`src/rtl/ctl_dec_pkg.sv`:
```
package ctl_dec_pkg;

    localparam int OP_W = 6;
    localparam int FN_W = 6;

    localparam logic [OP_W-1:0] OPC_REG   = 6'h00;
    localparam logic [OP_W-1:0] OPC_JMP   = 6'h02;
    localparam logic [OP_W-1:0] OPC_JLINK = 6'h03;
    localparam logic [OP_W-1:0] OPC_BEQ   = 6'h04;
    localparam logic [OP_W-1:0] OPC_ADDI  = 6'h08;
    localparam logic [OP_W-1:0] OPC_ORI   = 6'h0D;
    localparam logic [OP_W-1:0] OPC_LUI   = 6'h0F;
    localparam logic [OP_W-1:0] OPC_LOAD  = 6'h23;
    localparam logic [OP_W-1:0] OPC_STORE = 6'h2B;

    localparam logic [FN_W-1:0] FN_JREG = 6'h08;
    localparam logic [FN_W-1:0] FN_ADD  = 6'h20;
    localparam logic [FN_W-1:0] FN_SUB  = 6'h22;
    localparam logic [FN_W-1:0] FN_AND  = 6'h24;
    localparam logic [FN_W-1:0] FN_OR   = 6'h25;
    localparam logic [FN_W-1:0] FN_SLT  = 6'h2A;

    typedef enum logic [2:0] {
        ALU_ADD   = 3'd0,
        ALU_SUB   = 3'd1,
        ALU_AND   = 3'd2,
        ALU_OR    = 3'd3,
        ALU_SLT   = 3'd4,
        ALU_PASSB = 3'd5
    } alu_op_e;

    typedef enum logic [1:0] {
        DST_RT   = 2'd0,
        DST_RD   = 2'd1,
        DST_LINK = 2'd2
    } dst_e;

    typedef enum logic [1:0] {
        WB_ALU  = 2'd0,
        WB_MEM  = 2'd1,
        WB_LINK = 2'd2
    } wb_e;

    typedef enum logic [1:0] {
        EXT_SIGN  = 2'd0,
        EXT_ZERO  = 2'd1,
        EXT_UPPER = 2'd2
    } ext_e;

    typedef enum logic [1:0] {
        PC_SEQ  = 2'd0,
        PC_BEQ  = 2'd1,
        PC_JUMP = 2'd2,
        PC_REG  = 2'd3
    } pc_e;

    typedef enum logic [3:0] {
        MJ_NOP,
        MJ_REG,
        MJ_LOAD,
        MJ_STORE,
        MJ_ADDI,
        MJ_ORI,
        MJ_LUI,
        MJ_BEQ,
        MJ_JMP,
        MJ_JLINK
    } major_e;

    typedef enum logic [2:0] {
        RK_BAD,
        RK_ADD,
        RK_SUB,
        RK_AND,
        RK_OR,
        RK_SLT,
        RK_JREG
    } rkind_e;

    typedef struct packed {
        alu_op_e alu_op;
        logic    src_imm;
        logic    reg_we;
        dst_e    dst;
        logic    mem_we;
        wb_e     wb;
        ext_e    ext;
        pc_e     pc;
    } ctl_word_t;

    localparam int CTL_W = $bits(ctl_word_t);

    localparam ctl_word_t CTL_QUIET = '{
        alu_op:  ALU_ADD,
        src_imm: 1'b0,
        reg_we:  1'b0,
        dst:     DST_RT,
        mem_we:  1'b0,
        wb:      WB_ALU,
        ext:     EXT_SIGN,
        pc:      PC_SEQ
    };

endpackage

```
`src/rtl/ctl_dec_major.sv`:
```
module ctl_dec_major
    import ctl_dec_pkg::*;
(
    input  logic [OP_W-1:0] opcode_i,
    output major_e          major_o
);
    major_e major_d;

    always_comb begin
        case (opcode_i)
            OPC_REG:   major_d = MJ_REG;
            OPC_LOAD:  major_d = MJ_LOAD;
            OPC_STORE: major_d = MJ_STORE;
            OPC_ADDI:  major_d = MJ_ADDI;
            OPC_ORI:   major_d = MJ_ORI;
            OPC_LUI:   major_d = MJ_LUI;
            OPC_BEQ:   major_d = MJ_BEQ;
            OPC_JMP:   major_d = MJ_JMP;
            OPC_JLINK: major_d = MJ_JLINK;
            default:   major_d = MJ_NOP;
        endcase
    end

    assign major_o = major_d;
endmodule

```
`src/rtl/ctl_dec_func.sv`:
```
module ctl_dec_func
    import ctl_dec_pkg::*;
(
    input  logic [FN_W-1:0] funct_i,
    output rkind_e          rkind_o
);
    rkind_e rkind_d;

    always_comb begin
        case (funct_i)
            FN_ADD:  rkind_d = RK_ADD;
            FN_SUB:  rkind_d = RK_SUB;
            FN_AND:  rkind_d = RK_AND;
            FN_OR:   rkind_d = RK_OR;
            FN_SLT:  rkind_d = RK_SLT;
            FN_JREG: rkind_d = RK_JREG;
            default: rkind_d = RK_BAD;
        endcase
    end

    assign rkind_o = rkind_d;
endmodule

```
`src/rtl/ctl_dec_assemble.sv`:
```
module ctl_dec_assemble
    import ctl_dec_pkg::*;
(
    input  major_e    major_i,
    input  rkind_e    rkind_i,
    output ctl_word_t ctl_o
);
    ctl_word_t ctl_d;

    always_comb begin
        ctl_d = CTL_QUIET;
        case (major_i)
            MJ_REG: begin
                ctl_d.dst = DST_RD;
                case (rkind_i)
                    RK_ADD: begin ctl_d.reg_we = 1'b1; ctl_d.alu_op = ALU_ADD; end
                    RK_SUB: begin ctl_d.reg_we = 1'b1; ctl_d.alu_op = ALU_SUB; end
                    RK_AND: begin ctl_d.reg_we = 1'b1; ctl_d.alu_op = ALU_AND; end
                    RK_OR:  begin ctl_d.reg_we = 1'b1; ctl_d.alu_op = ALU_OR;  end
                    RK_SLT: begin ctl_d.reg_we = 1'b1; ctl_d.alu_op = ALU_SLT; end
                    RK_JREG: begin
                        ctl_d.dst = DST_RT;
                        ctl_d.pc  = PC_REG;
                    end
                    default: ctl_d = CTL_QUIET;
                endcase
            end
            MJ_LOAD: begin
                ctl_d.src_imm = 1'b1;
                ctl_d.reg_we  = 1'b1;
                ctl_d.wb      = WB_MEM;
            end
            MJ_STORE: begin
                ctl_d.src_imm = 1'b1;
                ctl_d.mem_we  = 1'b1;
            end
            MJ_ADDI: begin
                ctl_d.src_imm = 1'b1;
                ctl_d.reg_we  = 1'b1;
            end
            MJ_ORI: begin
                ctl_d.src_imm = 1'b1;
                ctl_d.reg_we  = 1'b1;
                ctl_d.alu_op  = ALU_OR;
                ctl_d.ext     = EXT_ZERO;
            end
            MJ_LUI: begin
                ctl_d.src_imm = 1'b1;
                ctl_d.reg_we  = 1'b1;
                ctl_d.alu_op  = ALU_PASSB;
                ctl_d.ext     = EXT_UPPER;
            end
            MJ_BEQ: begin
                ctl_d.alu_op = ALU_SUB;
                ctl_d.pc     = PC_BEQ;
            end
            MJ_JMP: begin
                ctl_d.pc = PC_JUMP;
            end
            MJ_JLINK: begin
                ctl_d.pc     = PC_JUMP;
                ctl_d.reg_we = 1'b1;
                ctl_d.dst    = DST_LINK;
                ctl_d.wb     = WB_LINK;
            end
            default: ctl_d = CTL_QUIET;
        endcase
    end

    assign ctl_o = ctl_d;
endmodule

```
`src/rtl/cpu_ctl_decoder.sv`:
```
module cpu_ctl_decoder
    import ctl_dec_pkg::*;
(
    input  logic [5:0] opcode_i,
    input  logic [5:0] funct_i,
    output logic [2:0] alu_op_o,
    output logic       alu_src_imm_o,
    output logic       reg_we_o,
    output logic [1:0] dst_sel_o,
    output logic       mem_we_o,
    output logic [1:0] wb_sel_o,
    output logic [1:0] ext_mode_o,
    output logic [1:0] pc_mode_o
);
    major_e    major;
    rkind_e    rkind;
    ctl_word_t ctl;

    ctl_dec_major u_major (
        .opcode_i (opcode_i),
        .major_o  (major)
    );

    ctl_dec_func u_func (
        .funct_i (funct_i),
        .rkind_o (rkind)
    );

    ctl_dec_assemble u_asm (
        .major_i (major),
        .rkind_i (rkind),
        .ctl_o   (ctl)
    );

    assign alu_op_o      = ctl.alu_op;
    assign alu_src_imm_o = ctl.src_imm;
    assign reg_we_o      = ctl.reg_we;
    assign dst_sel_o     = ctl.dst;
    assign mem_we_o      = ctl.mem_we;
    assign wb_sel_o      = ctl.wb;
    assign ext_mode_o    = ctl.ext;
    assign pc_mode_o     = ctl.pc;
endmodule

```
`config.mk`:
```
export PLATFORM = sky130hd
export DESIGN_NAME = cpu_ctl_decoder
export DESIGN_NICKNAME = d
export VERILOG_FILES = /design/src/rtl/ctl_dec_pkg.sv /design/src/rtl/ctl_dec_major.sv /design/src/rtl/ctl_dec_func.sv /design/src/rtl/ctl_dec_assemble.sv /design/src/rtl/cpu_ctl_decoder.sv
export SDC_FILE = /design/constraint.sdc
export NUM_CORES = 1
export LEC_CHECK = 0
export ABC_CLOCK_PERIOD_IN_PS = 1800
export BUFFER_PORTS_ARGS = -buffer_cell sky130_fd_sc_hd__buf_2
export CAP_MARGIN = 15
export CELL_PAD_IN_SITES_DETAIL_PLACEMENT = 1
export CELL_PAD_IN_SITES_GLOBAL_PLACEMENT = 2
export CORE_MARGIN = 5
export CORE_UTILIZATION = 17
export DETAILED_ROUTE_END_ITERATION = 7
export GPL_TIMING_DRIVEN = 1
export PLACE_DENSITY_LB_ADDON = 0.1
export SYNTH_ARGS = -nofsm -noshare
export SYNTH_HDL_FRONTEND = slang
export SYNTH_SLANG_ARGS = --single-unit
export TNS_END_PERCENT = 1
```
`constraint.sdc`:
```
create_clock -name vclk -period 1.8
set_input_delay 0.36 -clock vclk [all_inputs]
set_output_delay 0.36 -clock vclk [all_outputs]
set_load 0.03 [all_outputs]
```
==> results.md, run 1 <==
- Post-route cell area: 718 um2
- First-pass GRT wire length: between 2000 and 3000 um
- Most common cell after layout, fill and taps aside: buf_4
- Synth Instances: 57
- Share of cells above drive strength 1: roughly three fifths
- Sequential cell count: 0
- Drt first pass iters: 2
- Setup crit end kind: primary output
- Worst Slack Setup Final: -0.227 ns
- CP top delay family: simple AND/OR/NAND/NOR gates
- Lkg Pwr: approximately 0.31 nW
- Via count: a little under 600
- Core area: approximately 1900 um2
- # DRC: 0
- Min-delay src: opcode_i[4]
- Tmin final: ~2.0 ns
- Fillcell total: between 200 and 300
- Seq/Total Area, Yosys: 0%
- Top-area cell type share of the netlist area: 8.99%
- Synthesized Nets: 69
- Worst-Margin Slew: roughly 0.28 ns
- RSZ-0062 raised after global routing: yes
- Netlist cell types: 27
- Final WL: between 1500 and 2000 um
- Via density: ~4.7
- CP max FO: 2
- Post-synth top area cell: nor2_1
- Antenna cells: 0
- Dpl ws: -0.304 ns
- Slew HR: roughly four fifths
- Leading cell types in the layout, fill and taps excluded: 26 x buf_4, 16 x buf_2, 8 x nor2_1
- Setup Viol. Count Final: 5
- Hold EP: alu_src_imm_o
- Die W: between 50 and 60 um
- Critical path data arrival time: between 1.5 and 2 ns
- Status: finished, violations left
- Critical Path Source Type: input pin
- Hold crit path type: input pin to primary output
- Tcrit/Tclk final: 113%
- GRT Total Usage: 11.5%
- Final GP Congestion: 0.775
- Routed len/inst: roughly 13 um
- Final non-filler cell total: between 100 and 150
- Initial antenna violation count: 0
- I/O Buffers: 26
- Crit-path slowest cell: or4_4
- Dpl cell area: ~650 um2
- Die Y: 54.3 um
- Warnings from Yosys: 0
- CP Class: input pin to primary output
- Violated checks: setup timing
- DRT antenna net count: 0
- PD cells: between 150 and 200 nW/um2
- Initial core utilization: between 10% and 20%
- Area of the multi-input gates: approximately 380 um2
- Post-DP HPWL: about 1300 um
- Final Max Tran Viols: 0
- Placed insts: around 120
- Max Fclk: 493 MHz
- Average cell area after synthesis: slightly below 6 um2
- CP most frequent cell: buf_6
- Max IR drop VDD: 0.0000730 V
- Final hold violations: 0
- Register area: 0 um2
- Row count: 16
- Data required, critical path: roughly 1.4 ns
- Top cells by area, synth: nor2_1 9.0%, nor3_1 7.5%, a21oi_1 6.0%
- Maxcap violations: 0
- P&R area growth vs syn: 115%
- Clk_buf instances: 0
- Grt ovf: 0
- Worst path bufs/invs: 2
- Cell area after synthesis: between 300 and 400 um2
- Die Area: roughly 3000 um2
- Post-CTS Setup Inserts: 0
- Stages on worst setup path: 6
- Initial detailed-routing violation count: 4
- CP peak stage delay: 0.55 ns
- Worst-path cell chain: buf_6 -> or4_4 -> a2111oi_4 -> o31a_2 -> or2_4 -> buf_6
- IO Pins: 26
- Nets@finish: approximately 110
- Vias in the first global route: between 500 and 600
- Hold Path Stages: 4
- Largest net degree at the start of global routing: 12
-- tightest hold or removal path: stages --
cell	delay, ns
buf_2	0.09
buf_4	0.13
a21oi_2	0.03
buf_4	0.16
-- metrics by stage --
stage | total power, mW | TNS, ns | util (%) | hold slack, ns
2_1_floorplan | 0.0531 | -0.882 | - | 0.777
3_3_place_gp | 0.116 | -1.16 | 33.7 | 1.13
3_5_place_dp | 0.118 | -1.16 | 33.7 | 1.13
4_1_cts | 0.124 | -0.731 | 35.7 | 1.13
5_1_grt | 0.141 | -1.04 | 37.4 | 1.15
6_report | 0.129 | -0.643 | 37.4 | 1.12
-- synthesized netlist by cell type, drive strengths merged --
master / count
nor2: 8
nand2: 5
nor3: 5
a21oi: 4
clkbuf: 4
nor4: 3
o21ai: 3
or2: 3
a211oi: 2
and3b: 2
nand2b: 2
nand3: 2
a2111oi: 1
a22o: 1
a31oi: 1
a32o: 1
inv: 1
nand4: 1
nand4b: 1
nor2b: 1
nor3b: 1
o2bb2ai: 1
o31a: 1
or3: 1
or3b: 1
or4: 1
-- timing repair --
action	4_1_cts	5_1_grt
endpoints found under the setup margin	9	11
hold buffers	0	0
cloned	0	0
gates resized for setup	11	8
-- cells by family (layout without fill, tap and decap cells) --
logic type | Yosys count | count (layout) | synth area share (%)
buffers and inverters | 5 | 45 | 5.62
AND/OR/NAND/NOR | 37 | 37 | 61.8
AO/OA/AOI/OAI | 15 | 15 | 32.6
-- worst max-delay path by stage --
| stage | end | from |
|---|---|---|
| final | reg_we_o | opcode_i[3] |
| after detailed placement | reg_we_o | opcode_i[3] |
| after global placement | reg_we_o | opcode_i[3] |
| after global routing | reg_we_o | opcode_i[3] |
| after CTS | reg_we_o | opcode_i[3] |
| after floorplan | reg_we_o | opcode_i[1] |
-- layout make-up --
class	instances	share of cell area, %
Tap cell	27	4.70
Multi-Input combinational cell	52	53.3
Inverter	1	0.523
Timing Repair Buffer	44	41.5
-- power breakdown --
part,internal (mW),switching [mW],leakage [nW]
Sequential,0,0,0
Clock,0,0,0
Combinational,0.0592,0.0698,0.313
-- metal layers --
layer  wire [um]  GRT usage, %  vias to the layer above
met4           0             0                        0
met3          55         0.817                        0
met5           0             0                        -
met2         811          20.1                       11
li1            -             -                      296
met1         726          16.2                      270
Note: power is estimated with default switching activity, not from simulation.
==> inputs of run 2 (changes only) <==
--- a/config.mk
+++ b/config.mk
@@ -16,4 +16,5 @@
 export GPL_TIMING_DRIVEN = 1
 export PLACE_DENSITY_LB_ADDON = 0.1
+export SLEW_MARGIN = 20
 export SYNTH_ARGS = -nofsm -noshare
 export SYNTH_HDL_FRONTEND = slang
==> constraint.sdc (replaced) <==
create_clock -name vclk -period 1.8
set_input_delay 0.09 -clock vclk [all_inputs]
set_output_delay 0.09 -clock vclk [all_outputs]
set_load 0.03 [all_outputs]
==> results.md, run 2 (synthesis results as in run 1) <==
- Routed len/inst: 12.9 um (+0.70%)
- Clk_buf instances: 0 (unchanged)
- Min-delay src: opcode_i[4]
- RSZ-0062 raised after global routing: no
- Final GP Congestion: 0.770 (-0.66%)
- Post-DP HPWL: 1180 um (-9.3%)
- PD cells: 175 nW/um2 (-2.3%)
- Die Y: 54.3 um (unchanged)
- Status: finished clean
- Setup crit end kind: primary output
- Die Area: 2950 um2 (unchanged)
- Via count: 541 (-6.2%)
- Hold Path Stages: 4 (unchanged)
- Lkg Pwr: 0.241 nW (-23%)
- Post-cts resize count: 0 (-11)
- Register area: 0 um2 (unchanged)
- Most common cell after layout, fill and taps aside: buf_2
- Initial detailed-routing violation count: 2 (-2)
- Leading cell types in the layout, fill and taps excluded: 26 x buf_2, 8 x nor2_1, 5 x nor3_1, 5 x nand2_1, 5 x buf_4
- Die W: 54.3 um (unchanged)
- Worst-Margin Slew: 0.387 ns (+0.111 ns)
- Share of cells above drive strength 1: 42.9% (-16 points)
- Critical Path Source Type: input pin
- Post-layout util: 27.1% (-10 points)
- Grt ovf: 0 (unchanged)
- Antenna cells: 0 (unchanged)
- Final hold violations: 0 (unchanged)
- Initial core utilization: 17.4% (unchanged)
- # DRC: 0 (unchanged)
- Slew HR: 74.0% (-7.6 points)
- CP max FO: 4 (+2)
- Setup TNS: 0 ns (+0.643 ns)
- Vias in the first global route: 549 (-7.3%)
- Core area: 1920 um2 (unchanged)
- Dpl ws: 0.118 ns (+0.422 ns)
- Critical path data arrival time: 1.60 ns (-0.07 ns)
- Final WL: 1440 um (-9.9%)
- Via density: 4.87 (+4.7%)
- Max Fclk: 593 MHz (+20%)
- CTS hold repair buffers: 0 (unchanged)
- GRT Total Usage: 10.3% (-1.2 points)
- Tcrit/Tclk final: 93.7% (-19 points)
- DRT antenna net count: 0 (unchanged)
- First-pass GRT wire length: 2380 um (-9.7%)
- Data required, critical path: 1.71 ns (+0.27 ns)
- Max IR drop VDD: 0.0000599 V (-18%)
- Post-CTS Setup Inserts: 0 (unchanged)
- Final Max Tran Viols: 0 (unchanged)
- Maxcap violations: 0 (unchanged)
- Row count: 16 (unchanged)
- P&R area growth vs syn: 55.8%
- CP Class: input pin to primary output
- Worst Slack Setup Final: 0.114 ns (+0.341 ns)
- Drt first pass iters: 2 (unchanged)
- Nets@finish: 98 (-12%)
- I/O Buffers: 26 (unchanged)
- Hold crit path type: input pin to primary output
- Tmin final: 1.69 ns (-0.341 ns)
- Sequential cell count: 0 (unchanged)
- Setup Viol. Count Final: 0 (-5)
- IO Pins: 26 (unchanged)
- Largest net degree at the start of global routing: 12 (unchanged)
- Hold slack: 0.598 ns (-0.525 ns)
- Hold EP: alu_src_imm_o
- Initial antenna violation count: 0 (unchanged)
-- run 2: metal layers --
layer | GRT usage [%] | share of wire, % | wire [um] | vias up
met5 | 0 | 0 | 0 | -
met2 | 17.7 | 45 | 643 | 16
met4 | 0 | 0 | 0 | 0
met1 | 14.4 | 48 | 696 | 252
li1 | - | - | - | 273
met3 | 1.09 | 6.6 | 95 | 0
-- run 2: metrics by stage --
| stage | power [mW] | instances | instance area [um2] |
|---|---|---|---|
| final | 0.0913 | 111 | 520 |
| after global routing | 0.102 | 111 | 520 |
| after CTS | 0.0923 | 111 | 520 |
| after detailed placement | 0.0921 | 111 | 520 |
| after global placement | 0.0924 | 111 | 520 |
| after floorplan | 0.0490 | 57 | 334 |
-- run 2: final cells by class --
cell class / count / area, um2
Fill cell: 280 / 1400
Multi-Input combinational cell: 52 / 315
Timing Repair Buffer: 31 / 168
Tap cell: 27 / 33.8
Inverter: 1 / 3.75
-- run 2: report_power, final --
part | switching (mW) | total [mW] | leakage [nW] | internal [mW]
logic | 0.0556 | 0.0913 | 0.241 | 0.0357
registers | 0 | 0 | 0 | 0
clock network | 0 | 0 | 0 | 0
-- run 2: worst max path at each step --
| stage | cells after the start | startpoint | endpoint |
|---|---|---|---|
| floorplan | 3 | funct_i[0] | pc_mode_o[0] |
| global placement | 6 | opcode_i[3] | reg_we_o |
| detailed placement | 6 | opcode_i[3] | reg_we_o |
| CTS | 6 | opcode_i[3] | reg_we_o |
| global route | 6 | opcode_i[3] | reg_we_o |
| finish | 6 | opcode_i[3] | reg_we_o |
-- run 2: critical path, cell delays in order --
cell	delay, ns
buf_2	0.11
or4_4	0.56
a2111oi_2	0.35
o31a_2	0.21
or2_1	0.09
buf_2	0.19
